**config.mk**
```make
export PLATFORM = sky130hd
export DESIGN_NAME = frac_mac_unit
export DESIGN_NICKNAME = d
export VERILOG_FILES = /design/src/rtl/fmac_pkg.sv /design/src/rtl/fmac_pair_sel.sv /design/src/rtl/fmac_product.sv /design/src/rtl/fmac_accum.sv /design/src/rtl/frac_mac_unit.sv
export SDC_FILE = /design/constraint.sdc
export NUM_CORES = 1
export LEC_CHECK = 0
export ABC_AREA = 1
export BUFFER_PORTS_ARGS = -buffer_cell sky130_fd_sc_hd__buf_2
export CORE_MARGIN = 1
export CORE_UTILIZATION = 55
export DETAILED_ROUTE_END_ITERATION = 6
export PLACE_DENSITY = 0.75
export SYNTH_ARGS = -nofsm -noshare
export SYNTH_HDL_FRONTEND = slang
export SYNTH_SLANG_ARGS = --single-unit
```
**constraint.sdc**
```tcl
create_clock -name clk -period 10.3 [get_ports clk]
set_input_delay 1.03 -clock clk [delete_from_list [all_inputs] [get_ports clk]]
set_output_delay 1.03 -clock clk [all_outputs]
set_load 0.02 [all_outputs]
```
**src/rtl/fmac_pkg.sv**
```systemverilog
package fmac_pkg;
  typedef enum logic [1:0] {
    OP_IMUL  = 2'd0,
    OP_FMUL  = 2'd1,
    OP_FMAC  = 2'd2,
    OP_FMACR = 2'd3
  } fmac_op_e;

  localparam int PAIR_W = 3;
  localparam int MASK_W = 3;
endpackage

```
**src/rtl/fmac_pair_sel.sv**
```systemverilog
module fmac_pair_sel #(
  parameter int DW = 16
) (
  input  logic [2:0]    sel,
  input  logic [DW-1:0] x0,
  input  logic [DW-1:0] y0,
  input  logic [DW-1:0] y1,
  input  logic [DW-1:0] a1,
  input  logic [DW-1:0] b1,
  output logic [DW-1:0] opa,
  output logic [DW-1:0] opb,
  output logic          pair_ok
);
  always_comb begin
    opa     = '0;
    opb     = '0;
    pair_ok = 1'b1;
    unique case (sel)
      3'd0: begin opa = y1; opb = x0; end
      3'd1: begin opa = y0; opb = x0; end
      3'd2: begin opa = y1; opb = y0; end
      3'd3: begin opa = y0; opb = y0; end
      3'd4: begin opa = a1; opb = y0; end
      3'd5: begin opa = b1; opb = y1; end
      default: pair_ok = 1'b0;
    endcase
  end
endmodule

```
**src/rtl/fmac_product.sv**
```systemverilog
module fmac_product #(
  parameter int DW   = 16,
  parameter int EXTW = 4
) (
  input  logic [DW-1:0]          opa,
  input  logic [DW-1:0]          opb,
  input  logic                   negate,
  output logic [EXTW+2*DW-1:0]   frac_p,
  output logic [DW-1:0]          int_lo
);
  localparam int ACCW = EXTW + 2*DW;
  localparam int PW   = 2*DW;

  function automatic logic [PW-1:0] smul(input logic [DW-1:0] a, input logic [DW-1:0] b);
    logic signed [PW-1:0] p;
    p = $signed(a) * $signed(b);
    return p;
  endfunction

  function automatic logic [ACCW-1:0] to_frac(input logic [PW-1:0] p, input logic neg);
    logic [ACCW-1:0] ext;
    logic [ACCW-1:0] dbl;
    ext = {{EXTW{p[PW-1]}}, p};
    dbl = ext << 1;
    return neg ? (~dbl + {{(ACCW-1){1'b0}}, 1'b1}) : dbl;
  endfunction

  logic [PW-1:0] prod;

  assign prod   = smul(opa, opb);
  assign frac_p = to_frac(prod, negate);
  assign int_lo = prod[DW-1:0];
endmodule

```
**src/rtl/fmac_accum.sv**
```systemverilog
module fmac_accum
  import fmac_pkg::*;
#(
  parameter int DW   = 16,
  parameter int EXTW = 4
) (
  input  fmac_op_e               op,
  input  logic [EXTW+2*DW-1:0]   acc_in,
  input  logic [EXTW+2*DW-1:0]   frac_p,
  input  logic [DW-1:0]          int_lo,
  output logic [EXTW+2*DW-1:0]   res,
  output logic [MASK_W-1:0]      mask,
  output logic                   add_ovf,
  output logic                   rnd_ovf
);
  localparam int ACCW = EXTW + 2*DW;
  localparam int HIW  = ACCW - DW;

  function automatic logic [ACCW-1:0] conv_round(input logic [ACCW-1:0] v);
    logic          up;
    logic [HIW-1:0] hi;
    up = v[DW-1] && ((|v[DW-2:0]) || v[DW]);
    hi = v[ACCW-1:DW] + {{(HIW-1){1'b0}}, up};
    return {hi, {DW{1'b0}}};
  endfunction

  function automatic logic sum_ovf(input logic [ACCW-1:0] a, input logic [ACCW-1:0] b,
                                   input logic [ACCW-1:0] s);
    return (a[ACCW-1] == b[ACCW-1]) && (s[ACCW-1] != a[ACCW-1]);
  endfunction

  logic [ACCW-1:0] sum;
  logic [ACCW-1:0] rnd;

  assign sum = acc_in + frac_p;
  assign rnd = conv_round(sum);

  always_comb begin
    res     = acc_in;
    mask    = 3'b111;
    add_ovf = 1'b0;
    rnd_ovf = 1'b0;
    unique case (op)
      OP_IMUL: begin
        res  = {{EXTW{int_lo[DW-1]}}, int_lo, acc_in[DW-1:0]};
        mask = 3'b110;
      end
      OP_FMUL: res = frac_p;
      OP_FMAC: begin
        res     = sum;
        add_ovf = sum_ovf(acc_in, frac_p, sum);
      end
      OP_FMACR: begin
        res     = rnd;
        add_ovf = sum_ovf(acc_in, frac_p, sum);
        rnd_ovf = !sum[ACCW-1] && rnd[ACCW-1];
      end
      default: res = acc_in;
    endcase
  end
endmodule

```
**src/rtl/frac_mac_unit.sv**
```systemverilog
module frac_mac_unit
  import fmac_pkg::*;
#(
  parameter int DW   = 16,
  parameter int EXTW = 4
) (
  input  logic                 clk,
  input  logic                 rst_n,
  input  logic                 in_valid,
  input  logic [1:0]           op,
  input  logic [2:0]           pair_sel,
  input  logic                 negate,
  input  logic [DW-1:0]        x0,
  input  logic [DW-1:0]        y0,
  input  logic [DW-1:0]        y1,
  input  logic [DW-1:0]        a1,
  input  logic [DW-1:0]        b1,
  input  logic [EXTW+2*DW-1:0] acc_in,
  output logic                 out_valid,
  output logic [EXTW+2*DW-1:0] acc_out,
  output logic [2:0]           wr_mask,
  output logic                 ovf,
  output logic                 sel_err
);
  localparam int ACCW = EXTW + 2*DW;

  fmac_op_e        op_e;
  logic [DW-1:0]   opa, opb, int_lo;
  logic            pair_ok, add_ovf, rnd_ovf;
  logic [ACCW-1:0] frac_p, res;
  logic [2:0]      mask;

  assign op_e = fmac_op_e'(op);

  fmac_pair_sel #(.DW(DW)) u_sel (
    .sel(pair_sel), .x0(x0), .y0(y0), .y1(y1), .a1(a1), .b1(b1),
    .opa(opa), .opb(opb), .pair_ok(pair_ok)
  );

  fmac_product #(.DW(DW), .EXTW(EXTW)) u_prod (
    .opa(opa), .opb(opb), .negate(negate && (op_e != OP_IMUL)),
    .frac_p(frac_p), .int_lo(int_lo)
  );

  fmac_accum #(.DW(DW), .EXTW(EXTW)) u_acc (
    .op(op_e), .acc_in(acc_in), .frac_p(frac_p), .int_lo(int_lo),
    .res(res), .mask(mask), .add_ovf(add_ovf), .rnd_ovf(rnd_ovf)
  );

  always_ff @(posedge clk) begin
    if (!rst_n) begin
      out_valid <= 1'b0;
      acc_out   <= '0;
      wr_mask   <= '0;
      ovf       <= 1'b0;
      sel_err   <= 1'b0;
    end else begin
      out_valid <= in_valid;
      if (in_valid) begin
        if (pair_ok) begin
          acc_out <= res;
          wr_mask <= mask;
          ovf     <= add_ovf | rnd_ovf;
          sel_err <= 1'b0;
        end else begin
          acc_out <= acc_in;
          wr_mask <= 3'b000;
          ovf     <= 1'b0;
          sel_err <= 1'b1;
        end
      end
    end
  end


  a_r1_valid_follows: assert property (@(posedge clk) disable iff (!rst_n)
    in_valid |=> out_valid);
  a_r1_idle_follows: assert property (@(posedge clk) disable iff (!rst_n)
    !in_valid |=> !out_valid);

  a_r2_refused_pass: assert property (@(posedge clk) disable iff (!rst_n)
    (in_valid && !pair_ok) |=> (sel_err && wr_mask == 3'b000 && acc_out == $past(acc_in)));

  a_r3_low_word_kept: assert property (@(posedge clk) disable iff (!rst_n)
    (in_valid && pair_ok && op_e == OP_IMUL) |=>
      (acc_out[DW-1:0] == $past(acc_in[DW-1:0]) && wr_mask == 3'b110));

  a_r4_frac_even: assert property (@(posedge clk) disable iff (!rst_n)
    (in_valid && pair_ok && op_e == OP_FMUL) |=> (!acc_out[0] && wr_mask == 3'b111));

  a_r6_low_cleared: assert property (@(posedge clk) disable iff (!rst_n)
    (in_valid && pair_ok && op_e == OP_FMACR) |=> (acc_out[DW-1:0] == '0));

  a_r7_no_overflow: assert property (@(posedge clk) disable iff (!rst_n)
    (in_valid && (op_e == OP_IMUL || op_e == OP_FMUL)) |=> !ovf);
endmodule

```
# Yosys cells after proc, flatten, opt, wreduce, memory -nomap -nowiden
# Cells that the tools add are included.
# totals
inputBits	125
wordCells	49
latchBits	0
n_memories	0
mem_bits_ro	0
output_inout_bits	42
register_bits	42
mem_bits_rw	0
# classes
magnitude_cmp	0
div	0
eq_ne	10
mux	12
n_reduce_logical	16
shifts	0
n_bitwise	2
add_sub_neg	3
n_mul	1
# ops
op	count
36-bit case mux with 4 select lines	1
36-bit 2-to-1 mux	2
16-bit case mux with 4 select lines	1
16-bit case mux with 3 select lines	1
36-bit by 1-bit adder with 36-bit output (second input constant)	1
36-bit adder	1
36-bit NOT	1
16-bit by 16-bit multiplier with 32-bit output	1
20-bit by 1-bit adder with 20-bit output	1
15-bit OR reduction	1
2-bit OR reduction	4
3-bit by 2-bit equality test with 1-bit output (second input constant)	2
3-bit equality test (second input constant)	2
1-bit 2-to-1 mux	6
6-bit OR reduction	1
2-bit equality test (second input constant)	2
1-bit logical AND	4
3-bit by 1-bit equality test with 1-bit output (second input constant)	1
3-bit zero test	1
3-bit 2-to-1 mux	1
3-bit OR reduction	1
2-bit by 1-bit equality test with 1-bit output (second input constant)	1
2-bit zero test	1
2-bit nonzero test	1
other kinds (5)	5

# Longest topological paths before layout
# depth
word_depth	16
mapped_depth	62
depth_no_buf	61

# Modules after synthesis
# A second synthesis with hierarchy kept.
# hier_totals
cells_unflattened	3240
hier_area_um2	19940.4
# modules_own_cells
mod	cells_each	instances	seq_area_each_um2	area_each_um2
fmac_product	1837	1	0.0	12462.0
fmac_accum	862	1	0.0	4393.0
frac_mac_unit	306	1	840.8	2028.2
fmac_pair_sel	235	1	0.0	1057.3

# Worst setup path before layout
# Ideal clock, no wire load.
# synth_timing
path_kind	in2reg
start	input pair_sel[1]
end	register acc_out[35]
arrival_time_ns	10.012
t_required_ns	10.229
path_stages	54
setup_slack_ns	0.217
setup_ns	0.071
cell_sequence	nor2_1 nand2_1 o21ai_1 clkbuf_1 nand2_1 nand2_1 clkbuf_1 nand2_1 inv_1 fa_1 inv_1 fa_1 fa_1 fa_1 inv_1 fa_1 inv_1 fa_1 (+18 left out) nand2_1 nor2_1 nand4_1 nand3_1 xor2_1 inv_1 nor2_1 nand4_1 nor2_1 nand2_1 nor3_1 nand3_1 nor2_1 ha_1 or2_2 nand4_1 nand2_1 a21oi_1
# synth_via
elab_chain_cells	14
# synth_lines
element	line_no	rtl
from (decl)	frac_mac_unit.sv:11	input logic [2:0] pair_sel,
3-bit by 2-bit equality test with 1-bit output, or another cell as far along	fmac_pair_sel.sv:18	unique case (sel)
3-bit OR reduction (no source line) or 2-bit OR reduction (tied branches)	n/a	
16-bit case mux with 3 select lines or 16-bit case mux with 4 select lines (tied branches)	fmac_pair_sel.sv:18	
16-bit by 16-bit multiplier with 32-bit output	fmac_product.sv:16	p = $signed(a) * $signed(b);
36-bit NOT	fmac_product.sv:25	return neg ? (~dbl + {{(ACCW-1){1'b0}}, 1'b1}) : dbl;
36-bit by 1-bit adder with 36-bit output	fmac_product.sv:25	
36-bit 2-to-1 mux	fmac_product.sv:25	
36-bit adder	fmac_accum.sv:35	assign sum = acc_in + frac_p;
15-bit OR reduction	fmac_accum.sv:22	up = v[DW-1] && ((|v[DW-2:0]) || v[DW]);
1-bit logical OR	fmac_accum.sv:22	
1-bit logical AND	fmac_accum.sv:22	
20-bit by 1-bit adder with 20-bit output	fmac_accum.sv:23	hi = v[ACCW-1:DW] + {{(HIW-1){1'b0}}, up};
36-bit case mux with 4 select lines	fmac_accum.sv:43	unique case (op)
36-bit 2-to-1 mux *	frac_mac_unit.sv:60	if (pair_ok) begin
to (signal assigned)	frac_mac_unit.sv:61	acc_out <= res;
to (signal assigned)	frac_mac_unit.sv:66	acc_out <= acc_in;
to (decl)	frac_mac_unit.sv:20	output logic [EXTW+2*DW-1:0] acc_out,
# Mark *: on every way between the ends. The rest lies on a longest branch, timed or not.
# A chain may end at the register's enable or synchronous reset.

# Final worst setup path
# layout_timing
start	input pair_sel[2]
end	register acc_out[35]
# Same word-level chain as after synthesis.

==> impl_metrics.prom <==
# TYPE chip_impl_metric gauge
chip_impl_metric{name="total_iterations_of_the_first_detailed_routing_run",unit=""} 7
chip_impl_metric{name="grtUsageTotal",unit=""} 0.394
chip_impl_metric{name="grt_antenna_before_repair",unit=""} 1
chip_impl_info{name="critPathTopFamily",value="adder cells"} 1
chip_impl_metric{name="fp.dieH",unit="um"} 183
chip_impl_info{name="run_status",value="complete, but fails checks"} 1
chip_impl_metric{name="numClockSinks",unit=""} 41
chip_impl_metric{name="mean_instance_size_in_the_synthesized_netlist",unit="um^2"} 6.37
chip_impl_metric{name="initialDrtViolationCount",unit=""} 2242
chip_impl_metric{name="maxCapViolCount",unit=""} 0
chip_impl_metric{name="cpPeakStageDelay",unit="ns"} 0.57
chip_impl_metric{name="cts-hold-fix-buffers",unit=""} 0
chip_impl_metric{name="synth_cells",unit=""} 2820
chip_impl_metric{name="timing_hold_violations_final",unit=""} 0
chip_impl_info{name="cell_accounting_for_the_most_synthesized_area",value="sky130_fd_sc_hd__fa_1"} 1
chip_impl_info{name="rsz0062_at_grt",value="yes"} 1
chip_impl_metric{name="worst_ep_required_time",unit="ns"} 10.51
chip_impl_metric{name="timing.critical_path.arrival",unit="ns"} 10.61
chip_impl_metric{name="initial_utilization",unit=""} 0.564
chip_impl_metric{name="finalSetupViolCount",unit=""} 1
chip_impl_metric{name="route.detailed.drc",unit=""} 1
chip_impl_metric{name="number_of_global_route_vias_before_repair",unit=""} 20510
chip_impl_metric{name="cts_h_tree_depth",unit=""} 2
chip_impl_metric{name="timing.max_slew.rel_slack",unit=""} 0.217
chip_impl_metric{name="final-max-slew-violation-count",unit=""} 0
chip_impl_info{name="violations_in_the_final_reports",value="DRC, setup timing"} 1
chip_impl_metric{name="worst_pin_slew",unit="ns"} 1.17
chip_impl_metric{name="detailedPlacementHpwl",unit="mm"} 54.3
chip_impl_metric{name="final_worst_path_cycle_share",unit=""} 1.01
chip_impl_metric{name="nNetsFinal",unit=""} 3930
chip_impl_metric{name="cp_max_fo",unit=""} 5
chip_impl_info{name="tritoncts_clock_tree",value="built"} 1
chip_impl_metric{name="rows",unit=""} 65
chip_impl_metric{name="insertion_delay",unit="ns"} 0.30
chip_impl_metric{name="pin_count",unit=""} 167
chip_impl_metric{name="distinct_cells_synth",unit=""} 52
chip_impl_metric{name="timing.setup.tns",unit="ns"} -0.0985
chip_impl_metric{name="grt_pass1_wl",unit="mm"} 103
chip_impl_metric{name="synth-seq-area-share",unit=""} 0.0457
chip_impl_info{name="critical_path.most_common_cell",value="sky130_fd_sc_hd__fa_1"} 1
chip_impl_metric{name="vias",unit=""} 20939
chip_impl_metric{name="synth_fp_nets",unit=""} 3327
chip_impl_info{name="synth_top_cells_by_area",value="sky130_fd_sc_hd__fa_1, sky130_fd_sc_hd__nand2_1, sky130_fd_sc_hd__inv_1, sky130_fd_sc_hd__ha_1, sky130_fd_sc_hd__dfxtp_1"} 1
chip_impl_metric{name="postSynthRegisterBits",unit=""} 41
chip_impl_metric{name="post_synth_edffs",unit=""} 0
chip_impl_info{name="min_path_type",value="reg2reg"} 1
chip_impl_info{name="top_layer",value="met5"} 1
chip_impl_metric{name="fmax",unit="MHz"} 96.2
chip_impl_metric{name="syn2layout_area_growth",unit="%"} 37.8
chip_impl_metric{name="synth_warn",unit=""} 0
chip_impl_info{name="worstSetupPathType",value="in2reg"} 1
chip_impl_metric{name="ant_nets",unit=""} 0
chip_impl_metric{name="postSynth.asyncResetShare",unit=""} 0
chip_impl_metric{name="dr_wl_met2",unit="mm"} 30.5
chip_impl_metric{name="post_synth_instance_area",unit="um^2"} 18000
chip_impl_info{name="worst_setup_path_start_kind",value="input pin"} 1
chip_impl_metric{name="dieArea",unit="um^2"} 33400
chip_impl_metric{name="antenna_cells_inserted",unit=""} 0
chip_impl_metric{name="die_w",unit="um"} 183
chip_impl_info{name="clock-root-buffer",value="sky130_fd_sc_hd__clkbuf_16"} 1
chip_impl_metric{name="detail_routed_net_length_per_standard_cell",unit="um"} 17.6
chip_impl_metric{name="finalWorstPathRequiredPeriod",unit="ns"} 10.40
chip_impl_info{name="timing.critical_path.slowest_stage_cell",value="sky130_fd_sc_hd__fa_1"} 1
chip_impl_metric{name="core_area",unit="um^2"} 31900
chip_impl_metric{name="port-buffer-count",unit=""} 166
chip_impl_metric{name="met3WireLength",unit="mm"} 7.14
chip_impl_metric{name="fin_worst_skew",unit="ns"} 0
chip_impl_metric{name="gp_weighted_congestion",unit=""} 1.00
chip_impl_metric{name="cts_made_buffers",unit=""} 5
chip_impl_metric{name="detail_route.vias_per_cell",unit=""} 5.43
chip_impl_metric{name="m1WireLength",unit="mm"} 28.1
chip_impl_metric{name="clk_path_buf_depth",unit=""} 2
chip_impl_metric{name="finalWirelength",unit="mm"} 68.1
chip_impl_info{name="kind_of_end_point_of_the_critical_path",value="flop"} 1
chip_impl_metric{name="timing.critical_path.buf_inv",unit=""} 14
chip_impl_metric{name="clk_pin_slew",unit="ns"} 0.07
chip_impl_metric{name="globalRoute.totalOverflow",unit=""} 0
chip_impl_info{name="postSynth.topFlopCell",value="sky130_fd_sc_hd__dfxtp_1"} 1
chip_impl_metric{name="layout-drive-gt1-share",unit=""} 0.292
chip_impl_info{name="commonest_cells_post_synth",value="sky130_fd_sc_hd__nand2_1, sky130_fd_sc_hd__inv_1, sky130_fd_sc_hd__fa_1"} 1
chip_impl_info{name="synth.most_common_cell",value="sky130_fd_sc_hd__nand2_1"} 1
chip_impl_metric{name="maximum_number_of_pins_on_one_net_before_global_route_repair",unit=""} 30
chip_impl_metric{name="synth_top_cell_area_share",unit=""} 0.294
chip_impl_metric{name="worst_slack",unit="ns"} -0.0985
-- final timing paths --
path	startpoint	end	slack (ns)	cells past startpoint
worst max-delay path	pair_sel[2]	acc_out[35]$_SDFFE_PN0P_	-0.1	50
worst min-delay path	sel_err$_SDFFE_PN0P_	sel_err$_SDFFE_PN0P_	0.47	2
worst max register to register	acc_out[27]$_SDFFE_PN0P_	acc_out[27]$_SDFFE_PN0P_	9.46	4
worst min register to register	sel_err$_SDFFE_PN0P_	sel_err$_SDFFE_PN0P_	0.47	2
-- metal layers --
metal,vias to the layer above,GRT usage
li1,9670,-
met1,9937,0.537
met2,1128,0.626
met3,202,0.0921
met4,2,0.108
met5,-,0
-- cells in the final DEF (no fill, tap or decap), drive strengths merged, types with 40 or more instances in the layout --
cell     n
buf    662
dfxtp   41
ha     118
xor2    50
inv    733
nand2  850
nor2   196
a21oi   87
nand3  145
o21ai   70
nand4   40
fa     264
-- cell type report --
type | count | area (um^2)
repair buffers | 664 | 4820
flip-flops and latches | 41 | 821
multi-input cells | 1977 | 15600
fillers | 2440 | 7120
clock inverters | 3 | 68.8
inverters | 733 | 2770
clock buffers | 5 | 125
repair inverters | 1 | 6.26
well taps | 435 | 544
-- metrics by stage --
step	hold slack [ns]	instance area (um^2)	cells	util	setup WS (ns)
global placement	0.452	22500	3786	0.704	-0.702
global route	0.490	24800	3859	0.777	-0.374
CTS	0.470	23300	3820	0.730	0.00196
finish	0.466	24800	3859	0.777	-0.0985
detailed placement	0.453	22500	3786	0.704	-0.833
floorplan	0.545	18000	2820	-	0.217
-- worst min-delay path, cell delays in order (launching register included) --
cell	delay (ns)
sky130_fd_sc_hd__dfxtp_1	0.31
sky130_fd_sc_hd__nand2_1	0.06
sky130_fd_sc_hd__a21oi_1	0.06
-- flip-flops by register name, summed over array words and instances (netlist names) --
register   cells
wr_mask        2
out_valid      1
ovf            1
sel_err        1
acc_out       36
-- logic make-up (layout without fill, tap and decap cells) --
kind of cell / Yosys count / count (layout) / share of synthesized area
AOI/OAI and AO/OA: 257 / 257 / 0.0865
xor gates and xnor gates: 61 / 61 / 0.0306
adders and majority gates: 382 / 382 / 0.376
buffers and inverters: 802 / 1406 / 0.168
DFF: 41 / 41 / 0.0457
muxes: 1 / 1 / 0.000557
and+or+nand+nor: 1276 / 1276 / 0.293
-- timing repair --
item | CTS | global route
buffers inserted | 26 | 35
setup endpoints to repair | 7 | 16
resized for setup | 100 | 302
cloned | 2 | 4
pin swaps | 48 | 139
Power is not shown: default switching activity piles up to over one toggle a cycle in this logic, so the estimate is an artifact.
